File: config.mk
export PLATFORM = sky130hd
export DESIGN_NAME = card_clk_div
export DESIGN_NICKNAME = d
export VERILOG_FILES = /design/src/rtl/card_clk_div_pkg.sv /design/src/rtl/card_clk_div_sync.sv /design/src/rtl/card_clk_div_ctrl.sv /design/src/rtl/card_clk_div_out.sv /design/src/rtl/card_clk_div.sv
export SDC_FILE = /design/constraint.sdc
export NUM_CORES = 1
export LEC_CHECK = 0
export ABC_AREA = 0
export BUFFER_PORTS_ARGS = -buffer_cell sky130_fd_sc_hd__buf_2
export CELL_PAD_IN_SITES_DETAIL_PLACEMENT = 1
export CELL_PAD_IN_SITES_GLOBAL_PLACEMENT = 1
export CORE_MARGIN = 5
export CORE_UTILIZATION = 40
export CTS_CLUSTER_DIAMETER = 150
export DETAILED_ROUTE_END_ITERATION = 8
export PLACE_DENSITY = 0.73
export REMOVE_ABC_BUFFERS = 1
export SYNTH_ARGS = -nofsm -noshare
export SYNTH_HDL_FRONTEND = slang
export SYNTH_SLANG_ARGS = --single-unit
File: constraint.sdc
create_clock -name clk_i -period 4.15 [get_ports clk_i]
set_clock_uncertainty 0.2 [all_clocks]
set_input_delay 0.2075 -clock clk_i [delete_from_list [all_inputs] [get_ports clk_i]]
set_output_delay 0.2075 -clock clk_i [all_outputs]
set_load 0.02 [all_outputs]
File: src/rtl/card_clk_div_pkg.sv
package card_clk_div_pkg;
  localparam int unsigned MAX_LOG2 = 3;
  localparam int unsigned CNT_W    = MAX_LOG2;
  localparam int unsigned SHIFT_W  = $clog2(MAX_LOG2 + 1);

  typedef logic [CNT_W-1:0]   cnt_t;
  typedef logic [SHIFT_W-1:0] shift_t;

  typedef enum logic [1:0] {
    SEL_DIV8 = 2'b00,
    SEL_DIV4 = 2'b01,
    SEL_DIV1 = 2'b10,
    SEL_DIV2 = 2'b11
  } ratio_sel_e;

  function automatic shift_t sel_to_shift(input logic [1:0] sel);
    case (ratio_sel_e'(sel))
      SEL_DIV8: return shift_t'(3);
      SEL_DIV4: return shift_t'(2);
      SEL_DIV2: return shift_t'(1);
      default:  return shift_t'(0);
    endcase
  endfunction

  function automatic cnt_t low_mask(input shift_t s);
    cnt_t m;
    for (int i = 0; i < int'(CNT_W); i++) m[i] = (i < int'(s));
    return m;
  endfunction

  function automatic logic phase_high(input cnt_t c, input shift_t s);
    logic r;
    r = 1'b0;
    for (int i = 0; i < int'(CNT_W); i++)
      if (int'(s) == i + 1) r = ~c[i];
    return r;
  endfunction

  function automatic shift_t shift_max(input shift_t a, input shift_t b);
    return (a > b) ? a : b;
  endfunction
endpackage

File: src/rtl/card_clk_div_sync.sv
module card_clk_div_sync #(
  parameter int unsigned     WIDTH   = 1,
  parameter int unsigned     STAGES  = 2,
  parameter logic [WIDTH-1:0] RST_VAL = '0
) (
  input  logic             clk_i,
  input  logic             rst_ni,
  input  logic [WIDTH-1:0] d_i,
  output logic [WIDTH-1:0] q_o
);
  logic [STAGES-1:0][WIDTH-1:0] stage_q;

  always_ff @(posedge clk_i or negedge rst_ni) begin
    if (!rst_ni) stage_q <= {STAGES{RST_VAL}};
    else         stage_q <= {stage_q[STAGES-2:0], d_i};
  end

  assign q_o = stage_q[STAGES-1];

  initial begin
    stages_min_chk: assert (STAGES >= 2);
  end
endmodule

File: src/rtl/card_clk_div_ctrl.sv
module card_clk_div_ctrl
  import card_clk_div_pkg::*;
(
  input  logic       clk_i,
  input  logic       rst_ni,
  input  logic       run_req_i,
  input  logic [1:0] sel_i,
  output logic       run_d_o,
  output shift_t     shift_d_o,
  output cnt_t       cnt_d_o,
  output logic       run_q_o,
  output shift_t     shift_q_o,
  output cnt_t       cnt_q_o
);
  localparam shift_t SHIFT_RST = shift_t'(MAX_LOG2);

  cnt_t   cnt_q;
  shift_t shift_q;
  logic   run_q;
  shift_t shift_req;
  logic   pending;
  logic   aligned;

  always_comb begin
    shift_req = sel_to_shift(sel_i);
    cnt_d_o   = cnt_q + cnt_t'(1);
    pending   = (run_req_i != run_q) || (shift_req != shift_q);
    // edge ends a full period of both old and new ratio
    aligned   = ((cnt_d_o & low_mask(shift_max(shift_q, shift_req))) == '0);
    run_d_o   = run_q;
    shift_d_o = shift_q;
    if (pending && aligned) begin
      run_d_o   = run_req_i;
      shift_d_o = shift_req;
    end
  end

  always_ff @(posedge clk_i or negedge rst_ni) begin
    if (!rst_ni) begin
      cnt_q   <= '0;
      shift_q <= SHIFT_RST;
      run_q   <= 1'b0;
    end else begin
      cnt_q   <= cnt_d_o;
      shift_q <= shift_d_o;
      run_q   <= run_d_o;
    end
  end

  assign run_q_o   = run_q;
  assign shift_q_o = shift_q;
  assign cnt_q_o   = cnt_q;


  ratio_switch_aligned_chk: assert property (@(posedge clk_i) disable iff (!rst_ni)
    (shift_q != $past(shift_q)) |->
      ((cnt_q & low_mask(shift_max(shift_q, $past(shift_q)))) == '0));


  start_aligned_chk: assert property (@(posedge clk_i) disable iff (!rst_ni)
    $rose(run_q) |-> ((cnt_q & low_mask(shift_q)) == '0));


  stop_aligned_chk: assert property (@(posedge clk_i) disable iff (!rst_ni)
    $fell(run_q) |-> ((cnt_q & low_mask($past(shift_q))) == '0));
endmodule

File: src/rtl/card_clk_div_out.sv
module card_clk_div_out
  import card_clk_div_pkg::*;
(
  input  logic   clk_i,
  input  logic   rst_ni,
  input  logic   run_d_i,
  input  shift_t shift_d_i,
  input  cnt_t   cnt_d_i,
  output logic   div_q_o,
  output logic   pass_q_o,
  output logic   clk_o
);
  logic div_d;
  logic pass_d;

  always_comb begin
    div_d  = run_d_i && (shift_d_i != '0) && phase_high(cnt_d_i, shift_d_i);
    pass_d = run_d_i && (shift_d_i == '0);
  end

  always_ff @(posedge clk_i or negedge rst_ni) begin
    if (!rst_ni) div_q_o <= 1'b0;
    else         div_q_o <= div_d;
  end

  // loaded while reference is LOW, ahead of the rising edge it governs
  always_ff @(negedge clk_i or negedge rst_ni) begin
    if (!rst_ni) pass_q_o <= 1'b0;
    else         pass_q_o <= pass_d;
  end

  assign clk_o = div_q_o | (clk_i & pass_q_o);


  paths_exclusive_chk: assert property (@(negedge clk_i) disable iff (!rst_ni)
    !(pass_q_o && div_q_o));
endmodule

File: src/rtl/card_clk_div.sv
module card_clk_div
  import card_clk_div_pkg::*;
#(
  parameter int unsigned SYNC_STAGES = 2
) (
  input  logic       clk_i,
  input  logic       rst_ni,
  input  logic       run_i,
  input  logic [1:0] ratio_sel_i,
  output logic       clk_o
);
  logic       run_s;
  logic [1:0] sel_s;
  logic       run_d, run_q;
  shift_t     shift_d, shift_q;
  cnt_t       cnt_d, cnt_q;
  logic       div_q, pass_q;

  card_clk_div_sync #(.WIDTH(1), .STAGES(SYNC_STAGES), .RST_VAL(1'b0)) u_run_sync (
    .clk_i (clk_i),
    .rst_ni(rst_ni),
    .d_i   (run_i),
    .q_o   (run_s)
  );

  card_clk_div_sync #(.WIDTH(2), .STAGES(SYNC_STAGES), .RST_VAL(SEL_DIV8)) u_sel_sync (
    .clk_i (clk_i),
    .rst_ni(rst_ni),
    .d_i   (ratio_sel_i),
    .q_o   (sel_s)
  );

  card_clk_div_ctrl u_ctrl (
    .clk_i    (clk_i),
    .rst_ni   (rst_ni),
    .run_req_i(run_s),
    .sel_i    (sel_s),
    .run_d_o  (run_d),
    .shift_d_o(shift_d),
    .cnt_d_o  (cnt_d),
    .run_q_o  (run_q),
    .shift_q_o(shift_q),
    .cnt_q_o  (cnt_q)
  );

  card_clk_div_out u_out (
    .clk_i    (clk_i),
    .rst_ni   (rst_ni),
    .run_d_i  (run_d),
    .shift_d_i(shift_d),
    .cnt_d_i  (cnt_d),
    .div_q_o  (div_q),
    .pass_q_o (pass_q),
    .clk_o    (clk_o)
  );


  div_rise_aligned_chk: assert property (@(posedge clk_i) disable iff (!rst_ni)
    $rose(div_q) |-> ((cnt_q & low_mask(shift_q)) == '0));


  stopped_low_chk: assert property (@(posedge clk_i) disable iff (!rst_ni)
    !run_q |-> !div_q);


  pass_only_div1_chk: assert property (@(negedge clk_i) disable iff (!rst_ni)
    pass_q |-> (run_q && (shift_q == '0)));
endmodule

==> results of run 1 <==
==> final timing paths <==
| check | end | depth (start not counted) |
|---|---|---|
| max | u_out.pass_q_o | 7 |
| min | u_ctrl.cnt_q_o[1] | 2 |
| max reg2reg | u_out.pass_q_o | 7 |
| min reg2reg | u_sel_sync.q_o[0] | 0 |
| max in group asynchronous | u_out.pass_q_o | 2 |
| min in group clk_i | u_sel_sync.q_o[0] | 0 |
==> logic make-up after synthesis <==
family          count (synthesis)
compound gates                 12
simple gates                    9
flops                          14
mux                             4
buf+inv                         7
xor+xnor                        3
fa+ha+maj                       6
==> worst max-delay path: stages (launching register included) <==
cell and delay [ns]:
dfstp_2 0.56, inv_2 0.05, ha_4 0.27, nand2b_4 0.06, a221oi_4 0.37, o22ai_2 0.15
mux2i_2 0.24, nor3_2 0.06
==> power breakdown <==
group / switching (mW) / internal (mW) / total, mW / leakage (nW)
logic: 0.0702 / 0.0878 / 0.158 / 0.272
clock network: 0.0631 / 0.0908 / 0.154 / 0.0491
registers: 0.0115 / 0.155 / 0.167 / 0.167
==> flip-flops by register name (all words and copies together), names as in the netlist <==
name and count:
u_ctrl.cnt_q_o 3, u_ctrl.run_q_o 1, u_ctrl.shift_q_o 2, u_out.div_q_o 1, u_out.pass_q_o 1, u_run_sync.q_o 1, u_run_sync.stage_q 1, u_sel_sync.q_o 2
u_sel_sync.stage_q 2
==> metrics by stage <==
stage	total power, mW	util, %	hold WS, ns	worst slack, ns
after detailed placement	0.3123	48.64	-0.08811	-0.08323
after CTS	0.4833	56.12	0.02946	-0.004438
after global routing	0.5120	56.56	0.03501	-0.08376
after global placement	0.3069	48.64	-0.09575	0.006406
final	0.4784	56.56	0.02756	-0.01324
after floorplan	0.2588	-	-0.2881	0.02296
==> Yosys cell counts <==
library cell / instances / area, um2
dfrtp_1: 11 / 275.3
inv_1: 7 / 26.28
ha_1: 6 / 75.07
a21oi_1: 3 / 15.01
mux2i_1: 3 / 30.03
dfstp_2: 2 / 52.55
nand2b_4: 2 / 27.53
nor2_1: 2 / 7.510
nor3_1: 2 / 10.01
o21ai_0: 2 / 10.01
o22ai_2: 2 / 25.02
xnor2_1: 2 / 17.52
a21o_1: 1 / 7.510
a221oi_4: 1 / 26.28
a2bb2oi_1: 1 / 8.760
dfrtn_1: 1 / 25.02
mux2_4: 1 / 15.01
nand2b_1: 1 / 6.260
nor2_2: 1 / 6.260
nor3_2: 1 / 10.01
o21bai_1: 1 / 7.510
o22ai_1: 1 / 6.260
xor2_2: 1 / 16.27
==> what timing repair did <==
item                                    4_1_cts  5_1_grt
cloned                                        0        0
hold buffers                                  4        0
buffers inserted                              1        1
pin swaps                                     3        1
resized for setup                             4        0
hold endpoints to repair                     16        0
endpoints found under the setup margin        1        1
==> per-layer routing <==
layer  wire length, um  track usage (%)  vias to the layer above
met4                24            11.79                        0
li1                  -                -                      240
met1               585            14.59                      248
met2               742            21.34                       11
met5                 0                0                        -
met3                59            6.017                        2
==> final cells by class <==
| type | instances | area share [%] |
|---|---|---|
| well taps | 25 | 3.238 |
| multi-input cells | 34 | 36.14 |
| inverters | 7 | 2.720 |
| clock buffers | 8 | 6.606 |
| repair buffers | 19 | 14.77 |
| flip-flops and latches | 14 | 36.53 |
==> out/results.ini, run 1 <==
[place]
dpl.cell_count=94
portBuffers=5
routabilityCongestion=0.7898
hpwl_um=1072
placed_cell_area_um2=830.8

[worst_setup_path]
end_kind=flip-flop
arrival_ns=2.14
reg2reg_setup_slack_ns=-0.01
worstPathMaxFanout=3
r2r_start=u_ctrl.shift_q_o[1]
crit_required_ns=2.12
critical_path.startpoint=u_ctrl.shift_q_o[1]
path_class=flip-flop to flip-flop
cp-start-kind=flip-flop

[timing]
finalSetupViolCount=1
tightest_slew_ns=0.4264
maxSlewHeadroom_pct=71.52
final.setup.worst_slack_ns=-0.01324
slew_violations=0
setup_tns_ns=-0.01324
hold_violations=0
rsz0062_at_grt=yes

[logic_synthesis]
synth_xor_area_share_pct=4.779
synth_top_family_by_area=compound AO/OA/AOI/OAI gates
syn_inst=55
synth_fa_ha_area_share_pct=10.62
synth_cell_type_count=23
synth-compound-area-share_pct=15.04
netlist_area_um2=706.9
synthSimpleGateAreaFrac_pct=9.558
ys_ff_latch=14
synth_seq_area_share_pct=49.91
synth_mux_area_share_pct=6.372
ys_warn_count=0
postSynthAreaPerCell_um2=12.85

[global_route]
grt_overflow_total=0
grt_pass1_vias=598
grt_pass1_wl_um=2553
antenna_found_initial=0
grtUsageTotal_pct=13.97
grt_max_degree=15

[run_status]
status=finished with violations
violations=setup timing

[layout]
n_antenna_cell=0
multi_input_area_um2=349.1
drive_gt1_share_pct=45.12
seqCellArea_um2=352.8
fillers=181
stdcell_area_um2=965.9
final_cell_mix=buf_4 (11), dfrtp_1 (11), inv_1 (6), clkbuf_4 (6)
instances_no_fill=107
area_delta_synth_final_pct=36.64
layout.nets=94

[drt]
drc=0
ant_nets=0
num_vias=501
wl_um=1411
drtIter0Drc=8
firstDrtPassIters=4
routed_via_density=4.682
wire_per_inst_um=13.19

[min_path]
hold_path_class=input pin to asynchronous set/reset pin

[clock_network]
path_clk_slew_ns=0.09
clk_latency_ns=0.39
tritoncts=done

[floorplan]
initial_core_util_pct=41.39
rows=15
core_area_mm2=0.001708
die_h_um=52.04
dieArea_mm2=0.002708
io_pins=6
die_width_um=52.04

[pwr]
irDropWorstVdd_mv=0.3411
leakage_nw=0.4880
p_per_area_mw_per_mm2=495.3

[flow_run]
maxCapViolCount=0

Note: power is estimated with default switching activity, not from simulation.
==> run 2: changes to the inputs <==
BUFFER_PORTS_ARGS = default   (was -buffer_cell sky130_fd_sc_hd__buf_2)
DONT_BUFFER_PORTS = 1   (was default)
PLACE_DENSITY = 0.69   (was 0.73)
SYNTH_HIERARCHICAL = 1   (was default)
==> run 2 against run 1 <==
  * The run still ends with setup timing left
  * Critical endpoint is now u_out/pass_q_o
  * Flip-flop and latch count stayed put
  * Clock power decreased by 19%
  * Routed wire length decreased by 4.0%
  * Count of clock-buffer cells in the layout decreased by 1
  * Utilization is 3.1 points lower
  * Global-route usage fell by 0.15 points
==> out/results.ini, run 2 <==
[logic_synthesis]
synth_cell_type_count=23
synthFlopType=dfrtp_1
synth_top_area_share_pct=43.56
yosysMostFrequentCell=dfrtp_1
synth_edf_count=0
synth_top_area_cell=dfrtp_1
synthArstFlopShare_pct=100.0
ys_ff_latch=14
ys_warn_count=6
synth_seq_area_share_pct=55.84
synth_area_leaders=dfrtp_1 (44%), ha_1 (12%), dfstp_2 (8.3%)
postSynthAreaPerCell_um2=13.16
synth_common_cells=dfrtp_1 (11), ha_1 (6), inv_1 (5)
netlist_area_um2=631.9
syn_inst=48

[drt]
wire_per_inst_um=17.37
drtIter0Drc=2
routed_via_density=5.141
ant_nets=0
firstDrtPassIters=4
drc=0
num_vias=401
wl_um=1355

[worst_setup_path]
path_cells=inv_2 > ha_4 > nor2b_4 > o22ai_2 > a21oi_2 > mux2_4 > nor3b_2
reg2reg_setup_slack_ns=-0.02
reg2reg_to=u_out/pass_q_o
crit_buf_inv=1
arrival_ns=2.13
max_stage_delay_ns=0.55
worstPathMaxFanout=2
path_delay_family=flip-flops
critical_path.startpoint=u_ctrl/shift_q_o[1]
cp-start-kind=flip-flop
cpMaxStageDelayCell=dfstp_2
end_kind=flip-flop
crit_required_ns=2.10
r2r_start=u_ctrl/shift_q_o[1]
reg2reg_depth=7
path_class=flip-flop to flip-flop

[layout]
area_delta_synth_final_pct=27.52
stdcell_area_um2=805.8
layout.cells.most_common=dfrtp_1
instances_no_fill=78
n_antenna_cell=0
drive_gt1_share_pct=35.48
layout.nets=74
final_cell_mix=dfrtp_1 (10), clkbuf_4 (6), buf_4 (5), ha_1 (5)
largest_reg_flops=3

[clock_network]
tritoncts=done
clk_latency_ns=0.37
path_clk_slew_ns=0.08

[timing]
maxSlewHeadroom_pct=63.02
hold_violations=0
final.setup.worst_slack_ns=-0.02205
slew_violations=0
rsz0062_at_grt=yes
tightest_slew_ns=0.5529
finalSetupViolCount=1

[floorplan]
die_h_um=49.75
dieArea_mm2=0.002475
core_area_mm2=0.001506
die_width_um=49.75
io_pins=6
rows=14
initial_core_util_pct=41.94

[global_route]
grt_pass1_wl_um=2359
grt_max_degree=14
grtUsageTotal_pct=13.82
grt_overflow_total=0
grt_pass1_vias=526
antenna_found_initial=0

[pwr]
p_per_area_mw_per_mm2=506.0
leakage_nw=0.3970
irDropWorstVdd_mv=0.3113

[min_path]
hold_path_class=input pin to asynchronous set/reset pin

[place]
dpl.cell_count=67
placed_cell_area_um2=674.4
portBuffers=0
routabilityCongestion=0.7569
hpwl_um=875.9

[flow_run]
maxCapViolCount=0

[run_status]
violations=setup timing
status=finished with violations

==> run 2: changes by cell type after synthesis, sizes merged, moves of 2 or more <==
cell    change
a21oi       -2
o22ai       -2
inv         -2
nor2        -2
buf         +2
nand2b      -3
o21ai       -2
==> run 2: cell type report <==
cell class | instances | area [um2]
Sequential cell | 14 | 354.1
Multi-Input combinational cell | 26 | 282.8
Fill cell | 160 | 700.7
Tap cell | 16 | 20.02
Inverter | 6 | 22.52
Clock buffer | 7 | 48.80
Timing Repair Buffer | 9 | 77.57
==> run 2: cells by family (layout without fill, tap and decap cells) <==
kind of cell | Yosys count | after routing | synth area share [%]
adder cells (fa/ha/maj) | 6 | 6 | 11.88
AND/OR/NAND/NOR | 6 | 6 | 6.337
buffers and inverters | 8 | 22 | 5.940
flip-flops | 14 | 14 | 55.84
AO/OA/AOI/OAI | 8 | 8 | 10.89
XOR/XNOR | 3 | 3 | 4.159
multiplexers | 3 | 3 | 4.950
==> run 2: layer usage <==
layer	routed length, um	track usage, %	part of all wire, %
met5	0	0	0
met4	8	8.297	0.59
met3	88	8.133	6.5
met2	707	21.40	52
met1	551	14.12	41
==> run 2: timing repair <==
item / in CTS / in global routing
gates resized for setup: 9 / 1
pin swaps: 3 / 1
endpoints found under the setup margin: 1 / 1
buffers inserted: 0 / 0
hold buffers: 4 / 0
endpoints found under the hold margin: 16 / 0
==> run 2: through the flow <==
step                       TNS, ns  power [mW]  utilization [%]  worst slack (ns)  hold WS, ns
final                     -0.02205      0.4077            53.49          -0.02205      0.05438
after floorplan           -0.04152      0.2233                -          -0.04152      -0.2881
after detailed placement   -0.1287      0.2612            44.77           -0.1287      -0.2879
after global placement    -0.04429      0.2531            44.77          -0.04429      -0.2878
after CTS                 -0.01936      0.4090            53.16          -0.01936      0.06096
after global routing       -0.1040      0.4403            53.49           -0.1040      0.08171
==> run 2: report_power, final <==
part           switching (mW)  internal, mW  leakage (nW)
Combinational          0.0554        0.0623         0.193
Sequential            0.00938         0.155         0.166
Clock                  0.0536        0.0719        0.0382
==> run 2: how the worst max path moves through the flow <==
stage | endpoint | depth (start not counted)
after floorplan | u_out/pass_q_o | 7
after global placement | u_out/pass_q_o | 7
after detailed placement | u_out/pass_q_o | 7
after CTS | u_out/pass_q_o | 7
after global routing | u_out/pass_q_o | 8
final | u_out/pass_q_o | 7
==> run 2: worst reg2reg max path: stages, from the launching register on <==
cell	delay [ns]
dfstp_2	0.55
inv_2	0.06
ha_4	0.26
nor2b_4	0.14
o22ai_2	0.08
a21oi_2	0.18
mux2_4	0.33
nor3b_2	0.15
